`src/rtl/bpwm_pkg.sv`:
```
package bpwm_pkg;
  localparam int PD_W   = 8;
  localparam int SC_W   = 16;
  localparam int ADDR_W = 8;
  localparam int DATA_W = 8;

  localparam logic [ADDR_W-1:0] ADR_PD     = 8'hA0;
  localparam logic [ADDR_W-1:0] ADR_SCL_LO = ADR_PD + 8'd1;
  localparam logic [ADDR_W-1:0] ADR_SCL_HI = ADR_PD + 8'd2;
  localparam logic [ADDR_W-1:0] ADR_CMP_LO = ADR_PD + 8'd3;
  localparam logic [ADDR_W-1:0] ADR_CMP_HI = ADR_PD + 8'd4;
  localparam logic [ADDR_W-1:0] ADR_CTL    = ADR_PD + 8'd5;

  localparam int CTL_EN_BIT  = 1;
  localparam int CTL_INV_BIT = 0;

  typedef struct packed {
    logic [PD_W-1:0] preDiv;
    logic [SC_W-1:0] scale;
    logic [SC_W-1:0] compare;
    logic            enable;
    logic            invert;
  } pwmCfg_t;

  typedef struct packed {
    logic clear;
    logic step;
    logic wrap;
  } cntStrobe_t;
endpackage

```
`src/rtl/bpwm_regs.sv`:
```
module bpwm_regs
  import bpwm_pkg::*;
(
  input  logic              clk,
  input  logic              rstN,
  input  logic              wrEn,
  input  logic [ADDR_W-1:0] addr,
  input  logic [DATA_W-1:0] wrData,
  output logic [DATA_W-1:0] rdData,
  output pwmCfg_t           cfg
);
  pwmCfg_t cfgQ;

  always_ff @(posedge clk) begin
    if (!rstN) begin
      cfgQ <= '0;
    end else if (wrEn) begin
      case (addr)
        ADR_PD:     cfgQ.preDiv        <= wrData;
        ADR_SCL_LO: cfgQ.scale[7:0]    <= wrData;
        ADR_SCL_HI: cfgQ.scale[15:8]   <= wrData;
        ADR_CMP_LO: cfgQ.compare[7:0]  <= wrData;
        ADR_CMP_HI: cfgQ.compare[15:8] <= wrData;
        ADR_CTL: begin
          cfgQ.enable <= wrData[CTL_EN_BIT];
          cfgQ.invert <= wrData[CTL_INV_BIT];
        end
        default: ;
      endcase
    end
  end

  always_comb begin
    rdData = '0;
    case (addr)
      ADR_PD:     rdData = cfgQ.preDiv;
      ADR_SCL_LO: rdData = cfgQ.scale[7:0];
      ADR_SCL_HI: rdData = cfgQ.scale[15:8];
      ADR_CMP_LO: rdData = cfgQ.compare[7:0];
      ADR_CMP_HI: rdData = cfgQ.compare[15:8];
      ADR_CTL: begin
        rdData[CTL_EN_BIT]  = cfgQ.enable;
        rdData[CTL_INV_BIT] = cfgQ.invert;
      end
      default: rdData = '0;
    endcase
  end

  assign cfg = cfgQ;
endmodule

```
`src/rtl/bpwm_ctrl.sv`:
```
module bpwm_ctrl
  import bpwm_pkg::*;
(
  input  logic            clk,
  input  logic            rstN,
  input  logic            enable,
  input  logic [PD_W-1:0] preDiv,
  input  logic            atEnd,
  output cntStrobe_t      stb
);
  logic [PD_W-1:0] cntA;
  logic [PD_W-1:0] pdEff;
  logic            lastA;

  // A pre-divider of zero is promoted to one so the prescaler never stalls.
  assign pdEff = (preDiv == '0) ? PD_W'(1) : preDiv;
  assign lastA = (cntA >= pdEff - PD_W'(1));

  always_comb begin
    stb.clear = !enable;
    stb.wrap  = enable && atEnd;
    stb.step  = enable && !atEnd && lastA;
  end

  always_ff @(posedge clk) begin
    if (!rstN) begin
      cntA <= '0;
    end else if (stb.clear || stb.wrap || stb.step) begin
      cntA <= '0;
    end else begin
      cntA <= cntA + PD_W'(1);
    end
  end
endmodule

```
`src/rtl/bpwm_datapath.sv`:
```
module bpwm_datapath
  import bpwm_pkg::*;
(
  input  logic            clk,
  input  logic            rstN,
  input  cntStrobe_t      stb,
  input  logic            enable,
  input  logic            invert,
  input  logic [SC_W-1:0] scale,
  input  logic [SC_W-1:0] compare,
  output logic            atEnd,
  output logic [SC_W-1:0] periodCnt,
  output logic            pwmOut
);
  logic [SC_W-1:0] cntB;
  logic            activeLvl;

  // The last value of the period lasts one reference clock only.
  assign atEnd = (cntB >= scale);

  always_ff @(posedge clk) begin
    if (!rstN) begin
      cntB <= '0;
    end else if (stb.clear || stb.wrap) begin
      cntB <= '0;
    end else if (stb.step) begin
      cntB <= cntB + SC_W'(1);
    end
  end

  assign activeLvl = (cntB < compare);
  assign pwmOut    = enable ? (activeLvl ^ invert) : invert;
  assign periodCnt = cntB;
endmodule

```
`src/rtl/backlight_pwm.sv`:
```
module backlight_pwm
  import bpwm_pkg::*;
(
  input  logic              clk,
  input  logic              rstN,
  input  logic              regWrEn,
  input  logic [ADDR_W-1:0] regAddr,
  input  logic [DATA_W-1:0] regWrData,
  output logic [DATA_W-1:0] regRdData,
  output logic              pwmOut
);
  pwmCfg_t         cfg;
  cntStrobe_t      stb;
  logic            atEnd;
  logic            cfgEn;
  logic [SC_W-1:0] cntB;

  assign cfgEn = cfg.enable;

  bpwm_regs u_regs (
    .clk(clk), .rstN(rstN), .wrEn(regWrEn), .addr(regAddr),
    .wrData(regWrData), .rdData(regRdData), .cfg(cfg)
  );

  bpwm_ctrl u_ctrl (
    .clk(clk), .rstN(rstN), .enable(cfg.enable), .preDiv(cfg.preDiv),
    .atEnd(atEnd), .stb(stb)
  );

  bpwm_datapath u_dp (
    .clk(clk), .rstN(rstN), .stb(stb), .enable(cfg.enable), .invert(cfg.invert),
    .scale(cfg.scale), .compare(cfg.compare), .atEnd(atEnd),
    .periodCnt(cntB), .pwmOut(pwmOut)
  );
endmodule

```
`config.mk`:
```
export PLATFORM = sky130hd
export DESIGN_NAME = backlight_pwm
export DESIGN_NICKNAME = d
export VERILOG_FILES = /design/src/rtl/bpwm_pkg.sv /design/src/rtl/bpwm_regs.sv /design/src/rtl/bpwm_ctrl.sv /design/src/rtl/bpwm_datapath.sv /design/src/rtl/backlight_pwm.sv
export SDC_FILE = /design/constraint.sdc
export NUM_CORES = 1
export LEC_CHECK = 0
export BUFFER_PORTS_ARGS = -buffer_cell sky130_fd_sc_hd__buf_4
export CORE_MARGIN = 5
export CORE_UTILIZATION = 61
export CTS_CLUSTER_DIAMETER = 100
export DETAILED_ROUTE_END_ITERATION = 8
export PLACE_DENSITY = 0.8
export SYNTH_ARGS = -nofsm -noshare
export SYNTH_HDL_FRONTEND = slang
export SYNTH_SLANG_ARGS = --single-unit
```
`constraint.sdc`:
```
create_clock -name clk -period 3.5 [get_ports clk]
set_clock_uncertainty 0.2 [all_clocks]
set_input_delay 0.525 -clock clk [delete_from_list [all_inputs] [get_ports clk]]
set_output_delay 0.525 -clock clk [all_outputs]
set_load 0.005 [all_outputs]
```
## Word-level counts from Yosys, hierarchy flattened

Index checks and enable logic that the tools add are counted.

| word-level totals | value |
|---|---|
| bits in registers | 66 |
| input port bits | 19 |
| output and inout bits | 9 |
| logic and storage cells | 43 |

| cells by class | value |
|---|---|
| add/subtract/negate cells | 3 |
| order comparisons | 3 |
| eq/ne operators | 6 |
| multiplexer cells | 4 |
| bitwise logic cells | 2 |
| reduce and logical (&&, ||, !) cells | 16 |

Operators with widths:

| operator | count |
|---|---|
| $eq A8 B8 Y1 const B | 6 |
| $pmux W6 S5 | 1 |
| $add A16 B1 Y16 const B | 1 |
| $ge A16 B16 Y1 | 1 |
| $lt A16 B16 Y1 | 1 |
| $pmux W2 S6 | 1 |
| $reduce_and A2 Y1 | 6 |
| $add A8 B1 Y8 const B | 1 |
| $ge A8 B8 Y1 | 1 |
| $logic_not A8 Y1 | 1 |
| $mux W8 | 1 |
| $sub A8 B1 Y8 const B | 1 |
| $reduce_or A2 Y1 | 2 |
| $logic_and A1 B1 Y1 | 3 |
| $logic_not A1 Y1 | 2 |
| $logic_or A1 B1 Y1 | 2 |
| $mux W1 | 1 |
| $not A1 Y1 | 1 |
| $xor A1 B1 Y1 | 1 |

## Longest topological paths before layout

| depth | value |
|---|---|
| word-level depth | 7 |
| gate-level depth with buffers | 15 |

## Hierarchy

Synthesis repeated with hierarchy kept, for this count alone.

| second synthesis, totals | value |
|---|---|
| cell total of the unflattened synthesis | 474 |
| area total of the unflattened synthesis | 4182.8 µm² |

Modules (own cells, without submodules):

| module | times used | cells each | area an instance (µm²) |
|---|---|---|---|
| bpwm_regs | 1 | 210 | 2035.7 |
| bpwm_datapath | 1 | 188 | 1505.2 |
| bpwm_ctrl | 1 | 76 | 641.9 |

## Least setup slack after synthesis

No wires, ideal clock.

| timing | value |
|---|---|
| path kind | register to register |
| start point | register, netlist name u_regs.cfg[37] |
| end point | register u_dp.cntB[14], in the netlist u_dp.periodCnt[14] |
| setup time | 0.070 ns |
| arrival time | 2.987 ns |
| required time | 3.230 ns |
| path slack | 0.243 ns |
| cell stages (with the launch flop) | 15 |
| path buffers | 1 |
| period minus slack after synthesis | 3.257 ns |
| cells stage by stage | dfxtp_1 -> clkbuf_1 -> nor4_1 -> a31oi_1 -> ha_1 -> nand2b_1 -> nor4_1 -> xnor2_1 -> ha_1 -> and4_1 -> nand3_1 -> nor3_1 -> nor2_1 -> or3_1 -> a21oi_1 |

| between the ends | value |
|---|---|
| word-level cells in the longest chain between the ends | 5 |

RTL lines:

| element | RTL line | text |
|---|---|---|
| $logic_not A8 Y1 | bpwm_ctrl.sv:16 | `assign pdEff = (preDiv == '0) ? PD_W'(1) : preDiv;` |
| $mux W8 * | bpwm_ctrl.sv:16 |  |
| $sub A8 B1 Y8 * | bpwm_ctrl.sv:17 | `assign lastA = (cntA >= pdEff - PD_W'(1));` |
| $ge A8 B8 Y1 * | bpwm_ctrl.sv:17 |  |
| $logic_and A1 B1 Y1 * | bpwm_ctrl.sv:22 | `stb.step = enable && !atEnd && lastA;` |
| end signal: assignment | bpwm_datapath.sv:27 | `cntB <= cntB + SC_W'(1);` |
| end: declaration | bpwm_datapath.sv:15 | `logic [SC_W-1:0] cntB;` |

Mark *: on every way between the ends. The rest lies on a longest branch, timed or not.
A chain may end at the register's enable or synchronous reset.

## Worst setup path in the final report

| timing | value |
|---|---|
| start point | register, netlist name u_regs.cfg[36] |
| end point | register u_dp.cntB[11], in the netlist u_dp.periodCnt[11] |

| between the ends | value |
|---|---|
| word-level cells in the longest chain between the ends | 5 |

RTL lines:

| element | RTL line |
|---|---|
| $logic_not A8 Y1 | bpwm_ctrl.sv:16 |
| $mux W8 * | bpwm_ctrl.sv:16 |
| $sub A8 B1 Y8 * | bpwm_ctrl.sv:17 |
| $ge A8 B8 Y1 * | bpwm_ctrl.sv:17 |
| $logic_and A1 B1 Y1 * | bpwm_ctrl.sv:22 |

Marks and branches as above.

==> reports/qor.txt <==
outcome: completed
Final setup viols: 0
ys async rst share: 0
Initial Utilization: 0.6371
delay-heaviest family, CP: simple AND/OR/NAND/NOR gates
Critical Path AT: 3340 ps
Worst IR Drop VDD: 0.3402 mV
First-pass DRT Iterations: 4
clock buffer depth: 2
Sw Share: 0.2070
Buf+Inv Stages, Crit Path: 0
Clock power frac: 0.519
synthesized flop and latch total: 66
Antenna Cells: 0
crit-path cells: nor2_1 -> a31oi_1 -> ha_1 -> nand2b_1 -> nor4_1 -> xnor2_1 -> ha_1 -> and4_1 -> nand4_1 -> nor3_4 -> nor2_1 -> or3_1 -> a21oi_1
Worst setup EP type: flop
DP HPWL: 7506 µm
RSZ-0062 raised after global routing: no
fmax: 306.2 MHz
Leakage: 1.950 nW
top_reg_cell synth: dfxtp_1
Non-Filler Instances: 577
Final nets: 556
footprint of the multi-input gates: 2589 µm²
max-cap viol count: 0
critical path class: reg -> reg
gr ovfl total: 0
detailed-route wire length: 10080 µm
HP Class: in -> reg
via count: 3478
worst skew pair latency: 350 ps
GR Util All Layers: 0.2465
PD cells: 363.9 nW/µm²
clock slew at reported path FFs: 80 ps
Yosys cell types: 48
CP startpoint kind: flop
Via density: 6.028
TNS Setup: 0 ps
worst slew pin tran: 605.2 ps
mapped cell area: 4091 µm²
Sw Pwr: 0.0003516 W
I/O pins: 28
top post-synthesis cells by area: dfxtp_1 (32%), ha_1 (13%), mux2i_1 (8.1%)
number of fill cells in the layout: 485
yosys warns: 0
sequential fraction of the synthesis area: 0.3229
Period minus WS final: 3266 ps
IO buf count: 27
die footprint: 8445 µm²
number of synthesized flops with an enable pin: 0
Max Slew Vio Count: 0
Tcrit/Tclk final: 0.9330
CTS tree: yes
clock root buffer: clkbuf_8
Antenna Violating Nets Remaining: 0
data required time of the worst path: 3570 ps
combinational fraction of design power: 0.039
gpl congestion: 0.8588
Worst path slowest cell: dfxtp_1
Layout area overhead: 14.07%
Mapped Nets: 531
die width: 91.90 µm
initial antenna violation count: 0
row cnt: 29
first-pass GRT wire length: 16640 µm
Avg WL per Cell: 17.47 µm
Cells after Synth: 470
register share of total power: 0.442
Worst Path Max Fanout: 5
Rel. slew slack: 0.5944
# clock sinks: 66
Synth top area share: 0.3229
placed cell count: 561
core area: 6422 µm²
number of remaining DRC errors: 0
Yosys top cell by area: dfxtp_1
Register Area: 1324 µm²
vias in the first global route: 3415
Crit path largest cell delay: 440 ps
share of cells above drive strength 1: 0.1420
H-tree Lvls: 3
internal power: 0.001347 W
die height: 91.90 µm
TritonCTS buffer count: 9
Post-Syn Area per Cell: 8.705 µm²
final hold vios: 0
Initial DRC Count: 191
largest net degree at the start of global routing: 44
Final Util: 0.7267
[path summary, 6_finish.rpt]
| check | start | end | slack (ps) | depth (start not counted) |
|---|---|---|---|---|
| max | u_regs.cfg[36]$_SDFFE_PN0P_ | u_dp.periodCnt[11]$_SDFFE_PP0P_ | 230 | 13 |
| min | regWrData[2] | u_regs.cfg[4]$_SDFFE_PN0P_ | 270 | 3 |
| max reg2reg | u_regs.cfg[36]$_SDFFE_PN0P_ | u_dp.periodCnt[11]$_SDFFE_PP0P_ | 230 | 13 |
| min reg2reg | u_regs.cfg[27]$_SDFFE_PN0P_ | u_regs.cfg[27]$_SDFFE_PN0P_ | 280 | 2 |
[registers in the layout, summed over array words and instances, names as in the netlist]
signal / count
u_ctrl.cntA: 8
u_dp.periodCnt: 16
u_regs.cfg: 42
[cell type report]
class | count | share of cell area
clock buffers | 10 | 0.02949
well taps | 77 | 0.02064
flip-flops and latches | 66 | 0.2836
repair buffers | 33 | 0.05308
clock inverters | 6 | 0.02949
multi-input cells | 349 | 0.5547
inverters | 36 | 0.02895
[worst register-to-register path: cells and delay by family (launching register included)]
family	cells	cell delay, ps
AO/OA/AOI/OAI	2	390
AND/OR/NAND/NOR	8	1500
XOR/XNOR	1	110
adder cells (fa/ha/maj)	2	550
flip-flops	1	440
[cell usage in the layout, fill, tap and decap left out, drive strengths merged, types with 12 or more instances in the layout]
master,instances
xor2,15
inv,36
dfxtp,66
mux2i,33
nand3,29
buf,33
nand2,48
nor3,13
ha,42
a21boi,17
nor2,21
a21oi,12
nor2b,28
o21ai,21
[per-layer routing]
metal	global-route usage	wire length, µm	share of wire
met1	0.3206	4441	0.44
met2	0.4112	4912	0.49
met3	0.04255	493	0.049
met4	0.08911	234	0.023
met5	0	0	0
[cell families (layout without fill, tap and decap cells)]
logic type | after synthesis | in the layout | synth area share
simple gates | 168 | 168 | 0.2229
compound gates | 82 | 82 | 0.1343
flops | 66 | 66 | 0.3229
buf+inv | 55 | 85 | 0.05260
fa+ha+maj | 42 | 42 | 0.1284
mux | 35 | 35 | 0.09174
xor+xnor | 22 | 22 | 0.04710
[stage by stage]
stage          power [W]  hold WS [ps]  area (µm²)  setup slack (ps)
2_1_floorplan  0.0008026         247.7        4091             243.0
3_3_place_gp   0.0008328         258.6        4355             366.9
3_5_place_dp   0.0008335         268.7        4355             179.6
4_1_cts         0.001704         265.0        4631             161.4
5_1_grt         0.001753         266.0        4667             21.15
6_report        0.001698         270.7        4667             234.3
[cells in the mapped netlist, drive strengths merged (2+ instances only)]
library cell and instances:
nand3 29, nand4 5, a22oi 8, mux4 2
o21ai 21, nand2 48, ha 42, o211ai 6
and4 4, a21oi 12, xor2 15, or3 4
and3 4, nor2b 28, a21o 4, nand2b 5
o21a 2, dfxtp 66, buf 8, inv 36
nor4 2, a21boi 17, clkbuf 11, xnor2 7
mux2i 33, nor3 13, a2111oi 4, a211oi 2
nor2 21
[what timing repair did]
item / CTS / global route
resized for setup: 0 / 7
setup endpoints to repair: 0 / 10
hold buffers: 0 / 0
endpoints found under the hold margin: 0 / 0
setup buffers: 0 / 0
[power by group through the flow]
stage          clock (W)  combinational (W)  sequential (W)
4_1_cts         0.000888          0.0000650        0.000751
5_1_grt         0.000931          0.0000702        0.000751
3_3_place_gp           0          0.0000639        0.000769
6_report        0.000881          0.0000660        0.000751
3_5_place_dp           0          0.0000645        0.000769
2_1_floorplan          0          0.0000338        0.000769
Power figures use the tool's default switching activity.
